$ cat src/rtl/chain_pkg.sv
// chain_pkg: shared helpers for the depth chain.
// Assumes: depths are at least 1.
package chain_pkg;

    // Width of an address that indexes DEPTH slots (minimum 1 bit)
    function automatic int unsigned addr_width(input int unsigned depth);
        return (depth > 1) ? $clog2(depth) : 1;
    endfunction

    // Width of a counter that holds 0..DEPTH
    function automatic int unsigned count_width(input int unsigned depth);
        return $clog2(depth + 1);
    endfunction

endpackage

$ cat src/rtl/lane_store.sv
// lane_store: word storage for one stage, one write port and one
// combinational read port.
// Assumes: the caller never writes a slot that is being presented as head.
module lane_store #(
    parameter int unsigned WIDTH = 16,
    parameter int unsigned DEPTH = 4,
    parameter int unsigned AW    = 2
) (
    input  logic             clk,
    input  logic             we,
    input  logic [AW-1:0]    waddr,
    input  logic [WIDTH-1:0] wdata,
    input  logic [AW-1:0]    raddr,
    output logic [WIDTH-1:0] rdata
);
    logic [WIDTH-1:0] slots [DEPTH];

    // Store the incoming word in its slot
    always_ff @(posedge clk) begin
        if (we) begin
            slots[waddr] <= wdata;
        end
    end

    // Present the addressed word
    assign rdata = slots[raddr];
endmodule

$ cat src/rtl/fifo_stage.sv
// fifo_stage: one fall-through buffer stage. The oldest word is always
// presented with out_valid; out_take removes it. in_ready means a free slot.
// Assumes: in_valid/out_take follow the valid/ready handshake convention.
module fifo_stage
    import chain_pkg::*;
#(
    parameter int unsigned WIDTH = 16,
    parameter int unsigned DEPTH = 4
) (
    input  logic             clk,
    input  logic             rst_n,
    input  logic             in_valid,
    input  logic [WIDTH-1:0] in_data,
    output logic             in_ready,
    output logic             out_valid,
    output logic [WIDTH-1:0] out_data,
    input  logic             out_take
);
    localparam int unsigned AW = addr_width(DEPTH);
    localparam int unsigned CW = count_width(DEPTH);
    localparam logic [CW-1:0] FULL_CNT = CW'(DEPTH);
    localparam logic [AW-1:0] LAST_SLOT = AW'(DEPTH - 1);

    logic [CW-1:0] fill_q;
    logic [AW-1:0] wptr_q;
    logic [AW-1:0] rptr_q;
    logic          push;
    logic          pop;

    // Handshake results for this cycle
    assign in_ready  = (fill_q != FULL_CNT);
    assign out_valid = (fill_q != '0);
    assign push      = in_valid && in_ready;
    assign pop       = out_take && out_valid;

    // Track occupancy and both wrapping pointers
    always_ff @(posedge clk) begin
        if (!rst_n) begin
            fill_q <= '0;
            wptr_q <= '0;
            rptr_q <= '0;
        end else begin
            if (push) begin
                wptr_q <= (wptr_q == LAST_SLOT) ? '0 : wptr_q + 1'b1;
            end
            if (pop) begin
                rptr_q <= (rptr_q == LAST_SLOT) ? '0 : rptr_q + 1'b1;
            end
            if (push && !pop) begin
                fill_q <= fill_q + 1'b1;
            end else if (pop && !push) begin
                fill_q <= fill_q - 1'b1;
            end
        end
    end

    lane_store #(
        .WIDTH (WIDTH),
        .DEPTH (DEPTH),
        .AW    (AW)
    ) u_store (
        .clk   (clk),
        .we    (push),
        .waddr (wptr_q),
        .wdata (in_data),
        .raddr (rptr_q),
        .rdata (out_data)
    );
endmodule

$ cat src/rtl/depth_chain.sv
// depth_chain: STAGES fall-through stages in series, joined only by
// valid/ready links on one common clock. Capacity is STAGES*STAGE_DEPTH.
// Assumes: one clock serves writes, reads and transfers; STAGES >= 1.
module depth_chain #(
    parameter int unsigned WIDTH       = 16,
    parameter int unsigned STAGE_DEPTH = 4,
    parameter int unsigned STAGES      = 3
) (
    input  logic             clk,
    input  logic             rst_n,
    input  logic             wr_en,
    input  logic [WIDTH-1:0] wr_data,
    output logic             wr_ready,
    input  logic             rd_en,
    output logic             rd_valid,
    output logic [WIDTH-1:0] rd_data
);
    // Link k feeds stage k; link STAGES is the chain output
    logic [STAGES:0]  link_valid;
    logic [STAGES:0]  link_ready;
    logic [WIDTH-1:0] link_data [STAGES+1];

    // Attach the external ports to the ends of the chain
    assign link_valid[0]      = wr_en;
    assign link_data[0]       = wr_data;
    assign wr_ready           = link_ready[0];
    assign rd_valid           = link_valid[STAGES];
    assign rd_data            = link_data[STAGES];
    assign link_ready[STAGES] = rd_en;

    for (genvar s = 0; s < STAGES; s++) begin : g_stage
        fifo_stage #(
            .WIDTH (WIDTH),
            .DEPTH (STAGE_DEPTH)
        ) u_stage (
            .clk       (clk),
            .rst_n     (rst_n),
            .in_valid  (link_valid[s]),
            .in_data   (link_data[s]),
            .in_ready  (link_ready[s]),
            .out_valid (link_valid[s+1]),
            .out_data  (link_data[s+1]),
            .out_take  (link_ready[s+1])
        );
    end
endmodule

$ cat config.mk
export PLATFORM = sky130hd
export DESIGN_NAME = depth_chain
export DESIGN_NICKNAME = d
export VERILOG_FILES = /design/src/rtl/chain_pkg.sv /design/src/rtl/lane_store.sv /design/src/rtl/fifo_stage.sv /design/src/rtl/depth_chain.sv
export SDC_FILE = /design/constraint.sdc
export NUM_CORES = 1
export LEC_CHECK = 0
export ABC_AREA = 1
export BUFFER_PORTS_ARGS = -buffer_cell sky130_fd_sc_hd__buf_2
export CAP_MARGIN = 20
export CORE_AREA = 8 8 156 158
export CTS_CLUSTER_SIZE = 25
export DETAILED_ROUTE_END_ITERATION = 10
export DIE_AREA = 0 0 164 166
export PLACE_DENSITY = 0.64
export SETUP_SLACK_MARGIN = 0.02
export SKIP_CTS_REPAIR_TIMING = 1
export SLEW_MARGIN = 20
export SYNTH_ARGS = -nofsm -noshare
export SYNTH_HDL_FRONTEND = slang
export SYNTH_SLANG_ARGS = --single-unit
$ cat constraint.sdc
create_clock -name clk -period 1.85 [get_ports clk]
set_input_delay 0.2775 -clock clk [delete_from_list [all_inputs] [get_ports clk]]
set_output_delay 0.2775 -clock clk [all_outputs]
set_load 0.03 [all_outputs]
Word-level counts from Yosys, hierarchy flattened. Memory sizes are Yosys's and may differ from the RTL's. A register that Yosys moved wholly into a read port is not among the register bits. Index checks and enable logic that the tools add are counted.

Div/mod/pow operators: 0. Magnitude comparators: 0. Muxes and demuxes: 24. Multiply operators: 0. Reductions and logical operators: 20. Bitwise gates (word level): 0. Equal/unequal tests: 9. Add/subtract/negate cells: 12. Shift-type cells: 0.

Operators with widths (number): $mux W2 (12); $mux W3 (6); $add A2 B1 Y2 const B (6); $eq A2 B2 Y1 const B (6); $logic_and A1 B1 Y1 (10); $add A3 B1 Y3 const B (3); $ne A3 B3 Y1 const B (3); $reduce_bool A3 Y1 (3); $sub A3 B1 Y3 const B (3); $mux W1 (6); $reduce_bool A2 Y1 (3); $logic_not A1 Y1 (4).

Logic and storage cells: 77. Bits in read-only memories: 0. Memories: 3. Bits in registers: 21. Bits in latches: 0. RAM bits: 192. Output and inout bits: 18.

Memory list: g_stage[0].u_stage.u_store.slots (depth 4, bits a word 16, read ports 1, clocked after Yosys merged registers in 1, write ports 1, line lane_store.sv:16) `logic [WIDTH-1:0] slots [DEPTH];`; g_stage[1].u_stage.u_store.slots (depth 4, bits a word 16, read ports 1, clocked after Yosys merged registers in 1, write ports 1, line lane_store.sv:16); g_stage[2].u_stage.u_store.slots (depth 4, bits a word 16, read ports 1, clocked after Yosys merged registers in 1, write ports 1, line lane_store.sv:16).

Logic depth before layout (Yosys ltp). Gate-level depths: netlist of run 1.

Depth in word-level cells: 6. Depth in mapped cells: 13. Mapped depth without buffers: 13.

Modules after synthesis. From an unflattened synthesis of run 1, not the netlist that was laid out.

Cells, all modules: 939. Area, all modules: 9481.6 µm².

Modules (own cells, without submodules): lane_store (instances 3, area each 2758.9 µm², cells an instance 259); fifo_stage (instances 3, area each 401.6 µm², cells an instance 54).

Worst setup path before layout of run 1. OpenSTA, ideal clock, no wires.

Path type: flip-flop to flip-flop. Start point: register g_stage[2].u_stage.fill_q[0]. End point: register g_stage[2].u_stage.fill_q[2]. Clock period less this slack: 1.871 ns. Cell stages (with the launch flop): 13. Path buffers: 0. Required time: 1.737 ns. Arrival time: 1.758 ns. Setup slack: -0.021 ns. Cell sequence: dfxtp_1 nor2_2 nand2_1 nand2_1 ha_1 inv_1 fa_1 inv_1 nand2_1 nand3_1 nand2_1 nand2_1 nor2_1.

Word-level cells in the longest chain between the ends: 5. Elaborated cells between the ends (all ways): 13.

Ends and longest elaborated chain: from (decl) (line fifo_stage.sv:24) `logic [CW-1:0] fill_q;`; from (signal assigned) (line fifo_stage.sv:50) `fill_q <= fill_q + 1'b1;`; from (signal assigned) (line fifo_stage.sv:52) `fill_q <= fill_q - 1'b1;`; $reduce_bool A3 Y1 * (line fifo_stage.sv:32) `assign out_valid = (fill_q != '0);`; named net rd_valid (line depth_chain.sv:15) `output logic rd_valid,`; $logic_and A1 B1 Y1 * (line fifo_stage.sv:34) `assign pop = out_take && out_valid;`; $logic_not A1 Y1 (line fifo_stage.sv:49) `if (push && !pop) begin`; $logic_and A1 B1 Y1 (line fifo_stage.sv:49); $mux W3 or $reduce_bool A2 Y1 (tied branches).

The timed path passes the listed nets; every way through them passes the cells marked *. The select of a mux whose other input is x is not followed. A chain may end at the register's enable or synchronous reset.

==> impl_results.md, run 1 <==
- Status: finished with violations
- Failing checks: setup timing
- Drt total wl: 15450 um
- 1st-iter DRT viols: approximately 250
- Design area: 10430 um^2
- Slew Viols, Final: 0
- Min-delay worst type: in -> reg
- Hold path start: wr_en
- Pre-CTS worst setup slack: roughly 0.056 ns
- Via count: around 5000
- Antenna cells: 0
- Most frequent cells in the layout: 192 x edfxtp_1, 140 x nor2_1, 65 x o21ai_1
- Flop-to-flop setup slack: 0.14 ns
- Detail Route Antenna Nets: 0
- Worst EP required: roughly 1.6 ns
- Crit path max fanout: 13
- WL/cell: between 10 and 15 um
- Min Tclk post-route: approximately 1.9 ns
- Final setup fails: 2
- FP Rows: 55
- First-pass GRT wire length: 24720 um
- RePlAce Congestion: 0.7331
- Commonest non-fill, non-tap cell in the layout: edfxtp_1
- Initial core utilization: about two fifths
- Clock Skews: approximately 0.0089 ns
- Worst-path clk slew: 0.06 ns
- Worst Setup Start Kind: flip-flop
- RSZ-0062 raised after global routing: true
- Synth area leaders: edfxtp_1 67%, dfxtp_1 6.3%, nor2_1 6.2%
- Max transition margin: between 60% and 70%
- Leak: 3.759 nW
- Port Buffers: 37
- Cells on Worst Hold Path: 4
- Ports: 38
- Vert. Die Dim: 166 um
- HPWL after detailed placement: 9729 um
- Largest net degree at the start of global routing: 33
- Tcrit/Tclk final: 100.1%
- Antenna violations before repair: 0
- FF+latch count, synth: 219
- Achievable frequency: ~540 MHz
- Max cap viols: 0
- FF-to-FF End: g_stage[1].u_stage.fill_q[1]
- Final Hold Fails: 0
- Crit end category: output port
- Worst path max stage delay: 0.41 ns
- Core footprint: 22090 um^2
- Post-synth top area cell: edfxtp_1
- Buf/Inv on CP: 2
- Worst hold endpoint: g_stage[0].u_stage.wptr_q[1]
- Full die area: ~27000 um^2
- # H-tree levels: 1
- Crit path max-delay family: flip-flops
- Syn avg cell area: between 10 and 15 um^2
- Clk buf depth: 3
- TritonCTS clock tree: done
- Slew of the pin with the lowest slew margin: 0.5435 ns
- Die width: roughly 160 um
- GRT overflow: 0
- Pwr Density: 1791 nW/um^2
- Worst path slowest cell: dfxtp_4
- Synth warn: 0
- Pre-Repair DR Iteration Count: 4
- Synth unique cells: 22
- Layout overhead on the synthesized area: 21.11%
- Reg2Reg Depth: 9
- DRC violation count after routing: 0
- CP arrival: 1.57 ns
- Vias in the first global route: 4884
- GRT Total Usage: roughly 11%
- Share of cells above drive strength 1: 21.43%
- Setup Crit Path Kind: reg -> out
- DR vias/cell: 4.825
- Sequential area share after synthesis: 73.21%
- CP cell instances: buf_8, o21ai_1, o22ai_1, buf_4
- Synth top area share: 66.94%
- Post-synth design cell area: 8613 um^2
- Nets@finish: about 800
- Placed cell areas: roughly 9000 um^2
- # clock sinks: 219
- Worst-Skew Late Latency: 0.51 ns
- Design Power: 18.68 mW
- Syn Inst Count: between 600 and 700
- Synth Net Count: 705
- VDD IR-drop max: 0.0007560 V
- Number of CTS-inserted buffers: 24
- Final WS setup: -0.002406 ns
- Root Buffer: clkbuf_16
- Reg2reg start: g_stage[1].u_stage.fill_q[1]
Yosys cell counts:
library cell    n
edfxtp_1      192
nor2_1        143
o21ai_1        72
o22ai_1        48
inv_1          35
nand2_1        32
dfxtp_1        27
o21ai_0        20
ha_1           18
buf_2          16
o21ai_2        10
a21oi_1         9
buf_4           9
inv_2           8
nand3b_1        6
nand2_2         4
nand2_4         4
nand3_1         4
fa_1            3
nor2_2          2
clkbuf_1        1
nor2_4          1
state kept, by name, summed over array words and instances (netlist names), named ones only:
signal                         count
g_stage.u_stage.u_store.slots    192
g_stage.u_stage.fill_q             9
g_stage.u_stage.rptr_q             6
g_stage.u_stage.wptr_q             6
per-layer routing:
layer  routed length [um]  track usage, %
met1                 7088           14.51
met4                  374           3.005
met2                 7357           18.46
met5                    0               0
met3                  631           2.529
through the flow:
| stage | instances | util (%) | TNS, ns | hold slack [ns] |
|---|---|---|---|---|
| after floorplan | 664 | - | -0.4951 | 0.3764 |
| after global placement | 988 | 41.95 | 0 | 0.4924 |
| after detailed placement | 988 | 41.95 | 0 | 0.4924 |
| after CTS | 1032 | 45.28 | -2.674 | -0.04194 |
| after global routing | 1055 | 47.22 | -0.5637 | 0.1055 |
| final | 1055 | 47.22 | -0.002424 | 0.06994 |
worst max-delay path by stage:
stage                                                  end  slack [ns]  cells past startpoint
CTS                                            rd_data[11]       -0.22                      4
global route                                    rd_data[7]       -0.09                      5
finish                                         rd_data[11]      -0.002                      4
floorplan           g_stage[0].u_stage.u_store.slots[0][0]      -0.008                      4
detailed placement            g_stage[2].u_stage.fill_q[2]        0.06                     13
global placement              g_stage[2].u_stage.fill_q[2]        0.09                     13
final cells by class:
| class | instances | area [um^2] |
|---|---|---|
| clock buffer | 32 | 651.9 |
| multi-input combinational | 376 | 2088 |
| tap | 285 | 356.6 |
| sequential | 219 | 6330 |
| timing repair buffer | 88 | 742.0 |
| clock inverter | 12 | 83.83 |
| inverter | 43 | 178.9 |
| fill | 1915 | 11660 |
cells by family (layout without fill, tap and decap cells):
group,Yosys count,count (layout),share of synthesized area (%)
AO/OA/AOI/OAI,159,159,10.37
adder cells (fa/ha/maj),21,21,3.312
buffers and inverters,69,175,3.632
flip-flops,219,219,73.21
AND/OR/NAND/NOR,196,196,9.471
power breakdown:
group | internal, mW | total, mW | leakage (nW) | switching, mW
Sequential | 7.46 | 7.98 | 1.99 | 0.516
Combinational | 2.18 | 6.32 | 1.41 | 4.14
Clock | 2.61 | 4.39 | 0.354 | 1.78
Total | 12.2 | 18.7 | 3.76 | 6.44
tightest hold or removal path, cell delays in order:
cell	delay (ns)
buf_2	0.09
nand3b_1	0.07
nand2_1	0.05
nor2_1	0.03
(Power assumes the default switching activity.)
==> run 2: changes to the inputs <==
--- a/config.mk
+++ b/config.mk
@@ -5,13 +5,12 @@
 export SDC_FILE = /design/constraint.sdc
 export NUM_CORES = 1
 export LEC_CHECK = 0
-export ABC_AREA = 1
 export BUFFER_PORTS_ARGS = -buffer_cell sky130_fd_sc_hd__buf_2
 export CAP_MARGIN = 20
-export CORE_AREA = 8 8 156 158
+export CORE_AREA = 8 8 154 156
 export CTS_CLUSTER_SIZE = 25
 export DETAILED_ROUTE_END_ITERATION = 10
-export DIE_AREA = 0 0 164 166
+export DIE_AREA = 0 0 162 164
 export PLACE_DENSITY = 0.64
 export SETUP_SLACK_MARGIN = 0.02
 export SKIP_CTS_REPAIR_TIMING = 1
==> run 2 against run 1 <==
  * The run still ends with setup timing left
  * Synthesized cell count fell by 40%
  * Total power fell by 3.4%
  * Maximum frequency fell by 6.5%
  * Critical path depth fell by 1
  * Sequential share of layout area rose by 1.3 points
  * Synthesized area fell by 3.1%
  * Routed wire length fell by 13%
  * Sequential power fell by 3.1%
  * Sequential cell count did not move
  * Die area fell by 2.4%
  * First-iteration DRC count fell by 41%
  * Clock skew fell by 0.0013 ns
==> impl_results.md, run 2 <==
- Status: finished with violations
- Failing checks: setup timing
- WL/cell: 17.18 um (+17%)
- Core footprint: 21350 um^2 (-3.3%)
- Min Tclk post-route: 1.981 ns (+0.1289 ns)
- Post-synth design cell area: 8349 um^2 (-3.1%)
- Vert. Die Dim: 164 um (-1.2%)
- Number of CTS-inserted buffers: 23 (-4.2%)
- Detail Route Antenna Nets: 0 (unchanged)
- # H-tree levels: 1 (unchanged)
- Clock Skews: 0.007599 ns (-0.001299 ns)
- Antenna cells: 0 (unchanged)
- Final Hold Fails: 0 (unchanged)
- Crit path max fanout: 8 (-5)
- DRC violation count after routing: 0 (unchanged)
- Regs by FF count: g_stage.u_stage.u_store.slots x192, g_stage.u_stage.fill_q x9
- EDFF count, synth: 192 (unchanged)
- Synth Net Count: 442 (-37%)
- Post-route insts no fill: 784 (-26%)
- RSZ-0062 raised after global routing: true
- Cells after DPL: 730 (-26%)
- GRT Total Usage: 10.16% (-1.0 points)
- Most frequent cells in the layout: 192 x edfxtp_1, 48 x mux4_2, 26 x buf_4
- Drt total wl: 13470 um (-13%)
- Placed cell areas: 9178 um^2 (-0.96%)
- Port Buffers: 37 (unchanged)
- Max cap viols: 0 (unchanged)
- Min-delay worst type: in -> reg
- Synth top area share: 69.05% (+2.1 points)
- Setup TNS: -2.226 ns (-2.223 ns)
- Max transition margin: 67.17% (+3.5 points)
- Most frequent cells after synthesis: 192 x edfxtp_1, 48 x mux4_2, 27 x dfxtp_1, 18 x ha_1, 17 x nand2_1
- DR vias/cell: 4.869 (+0.91%)
- Antenna violations before repair: 2 (+2)
- HPWL after detailed placement: 8548 um (-12%)
- Slew Viols, Final: 0 (unchanged)
- Synth unique cells: 34 (+55%)
- # clock sinks: 219 (unchanged)
- Synth area leaders: edfxtp_1 69%, mux4_2 13%, dfxtp_1 6.5%
- Synth warn: 0 (unchanged)
- Pre-Repair DR Iteration Count: 4 (unchanged)
- Post-synth top area cell: edfxtp_1
- Nets@finish: 533 (-33%)
- Most frequent cell after synthesis: edfxtp_1
- Design area: 10220 um^2 (-2.0%)
- Commonest non-fill, non-tap cell in the layout: edfxtp_1
- Largest net degree at the start of global routing: 32 (-3.0%)
- Die width: 162 um (-1.2%)
- Slew of the pin with the lowest slew margin: 0.4925 ns (-0.05097 ns)
- Sequential area share after synthesis: 75.53% (+2.3 points)
- Initial core utilization: 39.11% (+0.11 points)
- Leak: 3.459 nW (-8.0%)
- Design Power: 18.04 mW (-3.4%)
- Share of cells above drive strength 1: 36.51% (+15 points)
- Most flop-heavy register: g_stage.u_stage.u_store.slots
- Setup Crit Path Kind: reg -> out
- Final setup fails: 20 (+18)
- Root Buffer: clkbuf_16
- Ys flop type: edfxtp_1
- Achievable frequency: 504.7 MHz (-6.5%)
- Layout overhead on the synthesized area: 22.46%
- Pre-CTS worst setup slack: -0.1918 ns (-0.2480 ns)
- Worst-Skew Late Latency: 0.49 ns (-0.02 ns)
- Pwr Density: 1764 nW/um^2 (-1.5%)
- First-pass GRT wire length: 21230 um (-14%)
- RePlAce Congestion: 0.6813 (-7.1%)
- Tcrit/Tclk final: 107.1% (+7.0 points)
- Final WS setup: -0.1313 ns (-0.1289 ns)
- Hold path start: wr_data[9]
- TritonCTS clock tree: done
- 1st-iter DRT viols: 147 (-41%)
- Crit end category: output port
- Post-layout util: 47.89% (+0.67 points)
- Full die area: 26570 um^2 (-2.4%)
- Syn avg cell area: 20.82 um^2 (+61%)
- Post-synthesis async set-or-reset flop share: 0% (unchanged)
- Worst EP required: 1.57 ns (about the same)
- CP arrival: 1.70 ns (+0.13 ns)
- Via count: 3817 (-25%)
- Clk buf depth: 3 (unchanged)
- Syn Inst Count: 401 (-40%)
- FF+latch count, synth: 219 (unchanged)
- VDD IR-drop max: 0.0008740 V (+16%)
- Worst Setup Start Kind: flip-flop
- Hold_ws: 0.006376 ns (-0.06357 ns)
- Vias in the first global route: 4097 (-16%)
- FP Rows: 54 (-1.8%)
- Worst-path clk slew: 0.06 ns (about the same)
- GRT overflow: 0 (unchanged)
- Max reg flops: 192 (unchanged)
- Ports: 38 (unchanged)
- Reg2reg start: g_stage[1].u_stage.fill_q[1]
run 2: changes by cell type after synthesis, sizes merged, moves of 10 or more:
| cell | change |
|---|---|
| o22ai | -48 |
| nor2 | -140 |
| and2 | +12 |
| o21ai | -94 |
| inv | -32 |
| nand2 | -23 |
| mux4 | +48 |
| buf | -13 |
| mux2i | +10 |
run 2: final timing paths:
path / end / slack [ns] / cells after the start
worst max-delay path: rd_data[5] / -0.13 / 3
worst min-delay path: g_stage[0].u_stage.u_store.slots[2][9] / 0.006 / 1
worst max register to register: g_stage[0].u_stage.fill_q[2] / -0.11 / 9
worst min register to register: g_stage[0].u_stage.wptr_q[1] / 0.50 / 2
run 2: kinds of logic after synthesis:
logic type	Yosys count	synth area share [%]
AOI/OAI and AO/OA	14	1.019
xor gates and xnor gates	6	0.6295
adders and majority gates	21	3.417
buffers and inverters	27	1.573
DFF	219	75.53
muxes	58	14.15
and+or+nand+nor	56	3.686
run 2: power by group:
| part | total, mW | internal [mW] | switching [mW] | leakage [nW] |
|---|---|---|---|---|
| Combinational | 5.97 | 2.86 | 3.11 | 1.13 |
| Clock | 4.34 | 2.67 | 1.67 | 0.346 |
| Sequential | 7.73 | 7.31 | 0.416 | 1.99 |
| Total | 18.0 | 12.8 | 5.19 | 3.46 |
run 2: final cells by class:
type | count | area, um^2
Fill cell | 1749 | 11130
Clock buffer | 28 | 594.3
Sequential cell | 219 | 6341
Tap cell | 280 | 350.3
Inverter | 11 | 41.29
Multi-Input combinational cell | 155 | 2031
Clock inverter | 9 | 115.1
Timing Repair Buffer | 82 | 752.0
run 2: worst max-delay path: stages, from the launching register on:
cell       delay [ns]
dfxtp_4          0.38
clkbuf_16        0.17
mux4_2           0.51
buf_6            0.16
run 2: layer usage:
| metal | vias to the layer above | share of wire, % | GRT usage, % |
|---|---|---|---|
| met4 | 4 | 2.5 | 3.283 |
| li1 | 1778 | - | - |
| met1 | 1943 | 42 | 11.46 |
| met3 | 30 | 3.9 | 3.033 |
| met2 | 62 | 51 | 18.16 |
| met5 | - | 0.19 | 0 |
